### src/rtl/ifx_pkg.sv
// Shared encodings for the instruction-fetch translation path.
// Assumes 2-bit page classes and 2-bit fetch targets at every interface.
package ifx_pkg;
    typedef enum logic [1:0] {
        PC_CACHED   = 2'b00,
        PC_UNCACHED = 2'b01,
        PC_PAGEABLE = 2'b10,
        PC_RSVD     = 2'b11
    } pg_class_e;

    typedef enum logic [1:0] {
        TG_SPM  = 2'd0,
        TG_MINI = 2'd1,
        TG_UNC  = 2'd2,
        TG_NONE = 2'd3
    } fetch_tgt_e;
endpackage

### src/rtl/ifx_utlb.sv
// Fully associative micro-TLB with a combinational lookup and round-robin fill.
// Assumes that only valid, non-reserved pages are written, so a hit needs no
// further check. A flush clears every entry; a write in the same cycle still lands.
module ifx_utlb #(
    parameter int ENTRIES = 4,
    parameter int VPN_W   = 20,
    parameter int PPN_W   = 20
) (
    input  logic             clk,
    input  logic             rst_n,
    input  logic             flush_i,
    input  logic [VPN_W-1:0] lk_vpn_i,
    output logic             lk_hit_o,
    output logic [PPN_W-1:0] lk_ppn_o,
    output logic [1:0]       lk_cls_o,
    input  logic             wr_en_i,
    input  logic [VPN_W-1:0] wr_vpn_i,
    input  logic [PPN_W-1:0] wr_ppn_i,
    input  logic [1:0]       wr_cls_i
);
    localparam int IDX_W = (ENTRIES > 1) ? $clog2(ENTRIES) : 1;

    logic [ENTRIES-1:0] vld_q;
    logic [ENTRIES-1:0] match;
    logic [VPN_W-1:0]   vpn_q [ENTRIES];
    logic [PPN_W-1:0]   ppn_q [ENTRIES];
    logic [1:0]         cls_q [ENTRIES];
    logic [IDX_W-1:0]   ptr_q;

    // One tag comparator per entry.
    for (genvar g = 0; g < ENTRIES; g++) begin : g_cmp
        assign match[g] = vld_q[g] && (vpn_q[g] == lk_vpn_i);
    end

    // Select the matching entry; a flush in the same cycle forces a miss.
    always_comb begin
        lk_ppn_o = '0;
        lk_cls_o = '0;
        for (int i = 0; i < ENTRIES; i++) begin
            lk_ppn_o = lk_ppn_o | ({PPN_W{match[i]}} & ppn_q[i]);
            lk_cls_o = lk_cls_o | ({2{match[i]}} & cls_q[i]);
        end
        lk_hit_o = (|match) && !flush_i;
    end

    // Entry storage: flush clears, refill writes at the round-robin slot.
    always_ff @(posedge clk) begin
        if (!rst_n) begin
            vld_q <= '0;
            for (int i = 0; i < ENTRIES; i++) begin
                vpn_q[i] <= '0;
                ppn_q[i] <= '0;
                cls_q[i] <= '0;
            end
        end else begin
            for (int i = 0; i < ENTRIES; i++) begin
                if (wr_en_i && (IDX_W'(i) == ptr_q)) begin
                    vld_q[i] <= 1'b1;
                    vpn_q[i] <= wr_vpn_i;
                    ppn_q[i] <= wr_ppn_i;
                    cls_q[i] <= wr_cls_i;
                end else if (flush_i) begin
                    vld_q[i] <= 1'b0;
                end
            end
        end
    end

    // Replacement pointer advances once per installed page.
    always_ff @(posedge clk) begin
        if (!rst_n) begin
            ptr_q <= '0;
        end else if (wr_en_i) begin
            ptr_q <= (ptr_q == IDX_W'(ENTRIES - 1)) ? '0 : ptr_q + 1'b1;
        end
    end
endmodule

### src/rtl/ifx_route.sv
// Chooses the fetch target from a physical address and its page class.
// Assumes the window is half-open: base inclusive, limit exclusive.
// The window match takes priority over the class.
module ifx_route
    import ifx_pkg::*;
#(
    parameter int PA_W = 32
) (
    input  logic [PA_W-1:0] pa_i,
    input  logic [PA_W-1:0] base_i,
    input  logic [PA_W-1:0] limit_i,
    input  logic [1:0]      cls_i,
    output logic [1:0]      tgt_o
);
    logic in_win;

    // Window comparator followed by the class decode.
    always_comb begin
        in_win = (pa_i >= base_i) && (pa_i < limit_i);
        if (in_win)                                tgt_o = TG_SPM;
        else if (pg_class_e'(cls_i) == PC_UNCACHED) tgt_o = TG_UNC;
        else                                       tgt_o = TG_MINI;
    end
endmodule

### src/rtl/ifetch_xlate.sv
// Instruction-fetch translation path: micro-TLB lookup, refill on a miss,
// window steering and an in-order response register.
// Assumes one outstanding refill and a single-entry response stage.
module ifetch_xlate
    import ifx_pkg::*;
#(
    parameter int VA_W     = 32,
    parameter int PA_W     = 32,
    parameter int PG_OFF_W = 12,
    parameter int TLB_N    = 4
) (
    input  logic                   clk,
    input  logic                   rst_n,
    input  logic                   flush_i,
    input  logic [PA_W-1:0]        spm_base_i,
    input  logic [PA_W-1:0]        spm_limit_i,
    input  logic                   req_valid_i,
    output logic                   req_ready_o,
    input  logic [VA_W-1:0]        req_vaddr_i,
    output logic                   rsp_valid_o,
    input  logic                   rsp_ready_i,
    output logic [PA_W-1:0]        rsp_paddr_o,
    output logic [1:0]             rsp_target_o,
    output logic                   rsp_fault_o,
    output logic                   mmu_req_valid_o,
    output logic [VA_W-PG_OFF_W-1:0] mmu_req_vpn_o,
    input  logic                   mmu_rsp_valid_i,
    input  logic [PA_W-PG_OFF_W-1:0] mmu_rsp_ppn_i,
    input  logic [1:0]             mmu_rsp_class_i,
    input  logic                   mmu_rsp_present_i
);
    localparam int VPN_W = VA_W - PG_OFF_W;
    localparam int PPN_W = PA_W - PG_OFF_W;

    logic                busy_q;
    logic [VPN_W-1:0]    miss_vpn_q;
    logic [PG_OFF_W-1:0] miss_off_q;
    logic                accept, lk_hit, refill_done, refill_ok;
    logic [PPN_W-1:0]    lk_ppn;
    logic [1:0]          lk_cls, rt_cls, rt_tgt;
    logic [PA_W-1:0]     rt_pa;

    assign req_ready_o     = !busy_q && (!rsp_valid_o || rsp_ready_i);
    assign accept          = req_valid_i && req_ready_o;
    assign refill_done     = busy_q && mmu_rsp_valid_i;
    assign refill_ok       = mmu_rsp_present_i && (pg_class_e'(mmu_rsp_class_i) != PC_RSVD);
    assign mmu_req_valid_o = busy_q;
    assign mmu_req_vpn_o   = miss_vpn_q;

    ifx_utlb #(.ENTRIES(TLB_N), .VPN_W(VPN_W), .PPN_W(PPN_W)) u_utlb (
        .clk      (clk),
        .rst_n    (rst_n),
        .flush_i  (flush_i),
        .lk_vpn_i (req_vaddr_i[VA_W-1:PG_OFF_W]),
        .lk_hit_o (lk_hit),
        .lk_ppn_o (lk_ppn),
        .lk_cls_o (lk_cls),
        .wr_en_i  (refill_done && refill_ok),
        .wr_vpn_i (miss_vpn_q),
        .wr_ppn_i (mmu_rsp_ppn_i),
        .wr_cls_i (mmu_rsp_class_i)
    );

    // Route input comes from the refill reply while one returns, else from the lookup.
    always_comb begin
        if (refill_done) begin
            rt_pa  = {mmu_rsp_ppn_i, miss_off_q};
            rt_cls = mmu_rsp_class_i;
        end else begin
            rt_pa  = {lk_ppn, req_vaddr_i[PG_OFF_W-1:0]};
            rt_cls = lk_cls;
        end
    end

    ifx_route #(.PA_W(PA_W)) u_route (
        .pa_i    (rt_pa),
        .base_i  (spm_base_i),
        .limit_i (spm_limit_i),
        .cls_i   (rt_cls),
        .tgt_o   (rt_tgt)
    );

    // Miss tracking: enter refill on a missed fetch, leave on the reply.
    always_ff @(posedge clk) begin
        if (!rst_n) begin
            busy_q     <= 1'b0;
            miss_vpn_q <= '0;
            miss_off_q <= '0;
        end else if (refill_done) begin
            busy_q <= 1'b0;
        end else if (accept && !lk_hit) begin
            busy_q     <= 1'b1;
            miss_vpn_q <= req_vaddr_i[VA_W-1:PG_OFF_W];
            miss_off_q <= req_vaddr_i[PG_OFF_W-1:0];
        end
    end

    // Response stage: loaded by a hit or a refill reply, emptied when consumed.
    always_ff @(posedge clk) begin
        if (!rst_n) begin
            rsp_valid_o  <= 1'b0;
            rsp_paddr_o  <= '0;
            rsp_target_o <= TG_NONE;
            rsp_fault_o  <= 1'b0;
        end else if (refill_done) begin
            rsp_valid_o  <= 1'b1;
            rsp_fault_o  <= !refill_ok;
            rsp_paddr_o  <= refill_ok ? rt_pa : '0;
            rsp_target_o <= refill_ok ? rt_tgt : TG_NONE;
        end else if (accept && lk_hit) begin
            rsp_valid_o  <= 1'b1;
            rsp_fault_o  <= 1'b0;
            rsp_paddr_o  <= rt_pa;
            rsp_target_o <= rt_tgt;
        end else if (rsp_ready_i) begin
            rsp_valid_o  <= 1'b0;
        end
    end
endmodule

### config.mk
export PLATFORM = sky130hd
export DESIGN_NAME = ifetch_xlate
export DESIGN_NICKNAME = d
export VERILOG_FILES = /design/src/rtl/ifx_pkg.sv /design/src/rtl/ifx_utlb.sv /design/src/rtl/ifx_route.sv /design/src/rtl/ifetch_xlate.sv
export SDC_FILE = /design/constraint.sdc
export NUM_CORES = 1
export LEC_CHECK = 0
export BUFFER_PORTS_ARGS = -buffer_cell sky130_fd_sc_hd__buf_4
export CAP_MARGIN = 40
export CORE_MARGIN = 4
export CORE_UTILIZATION = 23
export DETAILED_ROUTE_END_ITERATION = 12
export PLACE_DENSITY_LB_ADDON = 0.05
export SETUP_SLACK_MARGIN = 0.15
export SKIP_CTS_REPAIR_TIMING = 1
export SKIP_LAST_GASP = 1
export SYNTH_ARGS = -nofsm -noshare
export SYNTH_HDL_FRONTEND = slang
export SYNTH_SLANG_ARGS = --single-unit
### constraint.sdc
create_clock -name clk -period 4.7 [get_ports clk]
set_input_delay 0.47 -clock clk [delete_from_list [all_inputs] [get_ports clk]]
set_output_delay 0.47 -clock clk [all_outputs]
set_load 0.02 [all_outputs]
==> results.md <==
- The total negative setup slack is 0 ns.
- The number of instances in the synthesized netlist is 1206.
- The worst setup slack after placement is -0.147 ns.
- The total number of clock tree sinks is 243.
- The aggregate routed wire length is 49000 µm.
- The post-DP HPWL is 35100 µm.
- Counting the buffers created by CTS gives 34.
- The element type at the critical path start is a flip-flop.
- The number of cells on the worst hold path is 3.
- The detailed-routing iteration count for the pre-antenna-repair pass is 5.
- STA puts the critical path data arrival time at 4.81 ns.
- The max-slew violation count is 0.
- The remaining routing DRC violations is 0.
- The clock arrives with 0.0212 ns of skew.
- In the final routed layout, each cell accounts on average for 22.5 µm.
- The count of flip-flops with a built-in enable after synthesis is 168.
- The start point of the critical path is u_utlb.vpn_q[0][13]$_SDFFCE_PN0P_.
- The via-per-instance ratio is 4.52.
- The clock reaches the later pin of the worst-skew pair after 0.54 ns.
- Yosys printed 0 warnings.
- A synthesized cell averages 10.8 µm².
- The top routing layer in use is met4.
- The number of top-level pins is 183.
- The row count is 86.
- The number of nets in the layout is 1592.
- The peak ir drop on the vdd network is 176 µV.
- The largest single stage delay on the critical path is 0.56 ns.
- The final hold violation count is 0.
- The number of buffers and inverters on the critical path is 2.
- The post-synthesis net count is 1398.
- In this run the critical register-to-register path is launched from u_utlb.vpn_q[0][13]$_SDFFCE_PN0P_.
- The count of antenna-violating nets left after detailed routing is 0.
- The buffer levels on the longest clock path is 3.
- The analysis attributes to cell leakage a power of 6.74 nW.
- Of all flip-flops after synthesis, the portion carrying an async set or reset was 0.
- The portion of the post-synthesis area used by sequential elements is 0.502.
- In the detailed route, the total length drawn on met3 is 2110 µm.
- The first global-routing pass estimated 71200 µm of wire.
- The synthesized design contains 243 register bits.
- The final setup violation count is 0.
- The endpoint type of the worst setup path is a flip-flop.
- The via count of the first global-routing pass is 10200.
- The slowest library cell on the worst path is sky130_fd_sc_hd__or4_4.
- The tree is rooted in a sky130_fd_sc_hd__clkbuf_16.
- The total track usage is 0.159.
- The critical path runs through a total of 15 cells.
- The data required time at the worst endpoint is 5.13 ns.
- Headroom to the max-slew limit came out at 0.485.
- The clock transition at the registers of the reported paths is 0.06 ns.
- Across the run, the number of max-cap violations was 0.
- The floorplan step defined a die boundary enclosing 0.0605 mm².
- The clock period could shrink to 4.38 ns.
- Entering global routing, the biggest net connects 49 pins.
- The run finished with clean final reports.
- The kind of cell adding the most delay to the critical path is simple AND/OR/NAND/NOR gates.
- The count of filler cells inserted in the layout is 5784.
- The placer congestion estimate is 0.793.
- In the final routing, the length of wire on met1 measures 24000 µm.
- In the final layout, the share of cells above drive strength 1 is 0.246.
- TritonCTS built the clock tree.
- The number of antenna violations at the first check in global routing is 0.
- The count of different cell masters after synthesis is 61.
- The classification of the worst setup path is reg2reg.
- The floorplan die height is 246 µm.
- In this run the most critical hold path is launched from req_vaddr_i[6].
- Relative to the synthesized area, the layout overhead comes to 27.0%.
- The starting density of the core is 0.234.
- The ratio of final minimum period to clock period is 0.932.
- The most repeated library cell on the critical path is sky130_fd_sc_hd__buf_4.
- In the detailed route, the total length drawn on met2 is 22100 µm.
- The total inserted antenna cells is 0.
- The maximum operating frequency is 228 MHz.
- The highest fanout seen on the critical path is 8.
- The primary flip-flop cell chosen by synthesis mapping is sky130_fd_sc_hd__edfxtp_1.
- Setup slack closes at 0.317 ns.
- The initial detailed-routing violation count is 550.
- Setup repair after global routing left no endpoint under its margin.
- The critical path goes through xor2_1, or4_4, nor4_4, and4_4, buf_4, buf_4, a22oi_1, a31oi_2, ha_1, and4_1, o21ai_0, a211oi_2, o21a_1, o221a_2, o311ai_1.
- The power density over the cells is 338 mW/mm².
- The total vias in the final route is 9817.
- The area of the placeable core is 0.0556 mm².
- Port buffering added 182 buffers.
- In this run the worst hold path is classified as in2reg.
- The overall overflow remaining after global route is 0.
- At the pin with the least slew margin, the transition time is 0.773 ns.
- The chip width is 246 µm.
- The worst reg2reg path depth is 15.
- The depth of the CTS H-tree is 2.
- After synthesis the cells add up to 0.0130 mm².
## power by group
part	internal (mW)	leakage (nW)	switching (mW)
Sequential	2.37	2.35	0.0576
Clock	1.44	0.490	1.00
Combinational	0.283	3.90	0.436
## layer usage
| metal | vias to the layer above | track usage |
|---|---|---|
| li1 | 4745 | - |
| met3 | 45 | 0.0306 |
| met5 | - | 0 |
| met1 | 4830 | 0.226 |
| met2 | 197 | 0.254 |
| met4 | 0 | 0.0325 |
## metrics by stage
step	instances	utilization	hold slack (ns)	total power [mW]	cell area, µm²
final	2173	0.298	0.225	5.59	16600
after global routing	2173	0.298	0.204	5.85	16600
after CTS	2166	0.296	0.188	5.70	16500
after detailed placement	2105	0.278	0.459	3.20	15500
after global placement	2104	0.278	0.456	3.20	15400
after floorplan	1206	-	0.466	2.83	13000
## synthesized netlist by cell type, drive strengths merged (9+ instances only)
cell type / instances / share of area
o21ai: 42 / 0.016
and4: 11 / 0.0080
edfxtp: 168 / 0.39
nor2: 40 / 0.012
nand4: 30 / 0.014
and2: 172 / 0.083
nand3: 49 / 0.019
a31oi: 23 / 0.021
nand2: 67 / 0.019
xnor2: 69 / 0.046
ha: 67 / 0.064
o2bb2ai: 10 / 0.0067
nor4: 9 / 0.0083
a22oi: 52 / 0.030
a21o: 13 / 0.0075
a211oi: 16 / 0.013
a32o: 12 / 0.010
dfxtp: 75 / 0.12
xor2: 16 / 0.011
inv: 65 / 0.019
nor3: 14 / 0.0054
a21oi: 50 / 0.019
clkbuf: 60 / 0.017
buf: 27 / 0.015
## worst paths after layout
kind                                   to  slack (ns)
max reg2reg  rsp_target_o[1]$_SDFFE_PN1P_        0.32
min reg2reg  rsp_paddr_o[23]$_SDFFE_PN0P_        0.46
max          rsp_target_o[1]$_SDFFE_PN1P_        0.32
min            miss_off_q[6]$_SDFFE_PN0P_        0.22
## cell families after synthesis
| logic type | share of synthesized area |
|---|---|
| xor gates and xnor gates | 0.0571 |
| and+or+nand+nor | 0.181 |
| AOI/OAI and AO/OA | 0.143 |
| buffers and inverters | 0.0512 |
| adders and majority gates | 0.0643 |
| DFF | 0.502 |
| muxes | 0.000768 |
## final cells by class
type                            count  area, µm²  area share
Multi-Input combinational cell    811       5860       0.354
Inverter                           65        244      0.0147
Timing Repair Buffer              245       1950       0.118
Sequential cell                   243       6550       0.395
Clock buffer                       51        946      0.0571
Tap cell                          748        936      0.0565
Clock inverter                     10       70.1     0.00423
## worst register-to-register path, stage by stage, from the launching register on
cell                       delay [ns]
sky130_fd_sc_hd__edfxtp_1        0.41
sky130_fd_sc_hd__xor2_1          0.18
sky130_fd_sc_hd__or4_4           0.56
sky130_fd_sc_hd__nor4_4          0.40
sky130_fd_sc_hd__and4_4          0.37
sky130_fd_sc_hd__buf_4           0.19
sky130_fd_sc_hd__buf_4           0.19
sky130_fd_sc_hd__a22oi_1         0.11
sky130_fd_sc_hd__a31oi_2         0.30
sky130_fd_sc_hd__ha_1            0.31
sky130_fd_sc_hd__and4_1          0.21
sky130_fd_sc_hd__o21ai_0         0.13
sky130_fd_sc_hd__a211oi_2        0.12
sky130_fd_sc_hd__o21a_1          0.22
sky130_fd_sc_hd__o221a_2         0.30
sky130_fd_sc_hd__o311ai_1        0.27
## layout by cell type, fill, tap and decap left out, types with 30 or more instances in the layout
cell type and n:
sky130_fd_sc_hd__a22oi_1 52, sky130_fd_sc_hd__a21oi_1 50, sky130_fd_sc_hd__buf_4 236, sky130_fd_sc_hd__xnor2_1 69, sky130_fd_sc_hd__nand3_1 49, sky130_fd_sc_hd__nor2_1 39, sky130_fd_sc_hd__clkbuf_16 35, sky130_fd_sc_hd__o21ai_0 42
sky130_fd_sc_hd__ha_1 67, sky130_fd_sc_hd__nand2_1 61, sky130_fd_sc_hd__inv_1 64, sky130_fd_sc_hd__nand4_1 30, sky130_fd_sc_hd__and2_1 171, sky130_fd_sc_hd__edfxtp_1 168, sky130_fd_sc_hd__dfxtp_1 75
## flip-flops by register name, summed over array words and instances, names as in the netlist
| signal | cells |
|---|---|
| u_utlb.ptr_q | 2 |
| u_utlb.vld_q | 4 |
| u_utlb.ppn_q | 80 |
| u_utlb.vpn_q | 80 |
| rsp_paddr_o | 32 |
| u_utlb.cls_q | 8 |
| mmu_req_vpn_o | 20 |
| rsp_target_o | 2 |
| miss_off_q | 12 |
| mmu_req_valid_o | 1 |
| rsp_fault_o | 1 |
| rsp_valid_o | 1 |
(Power assumes the default switching activity.)
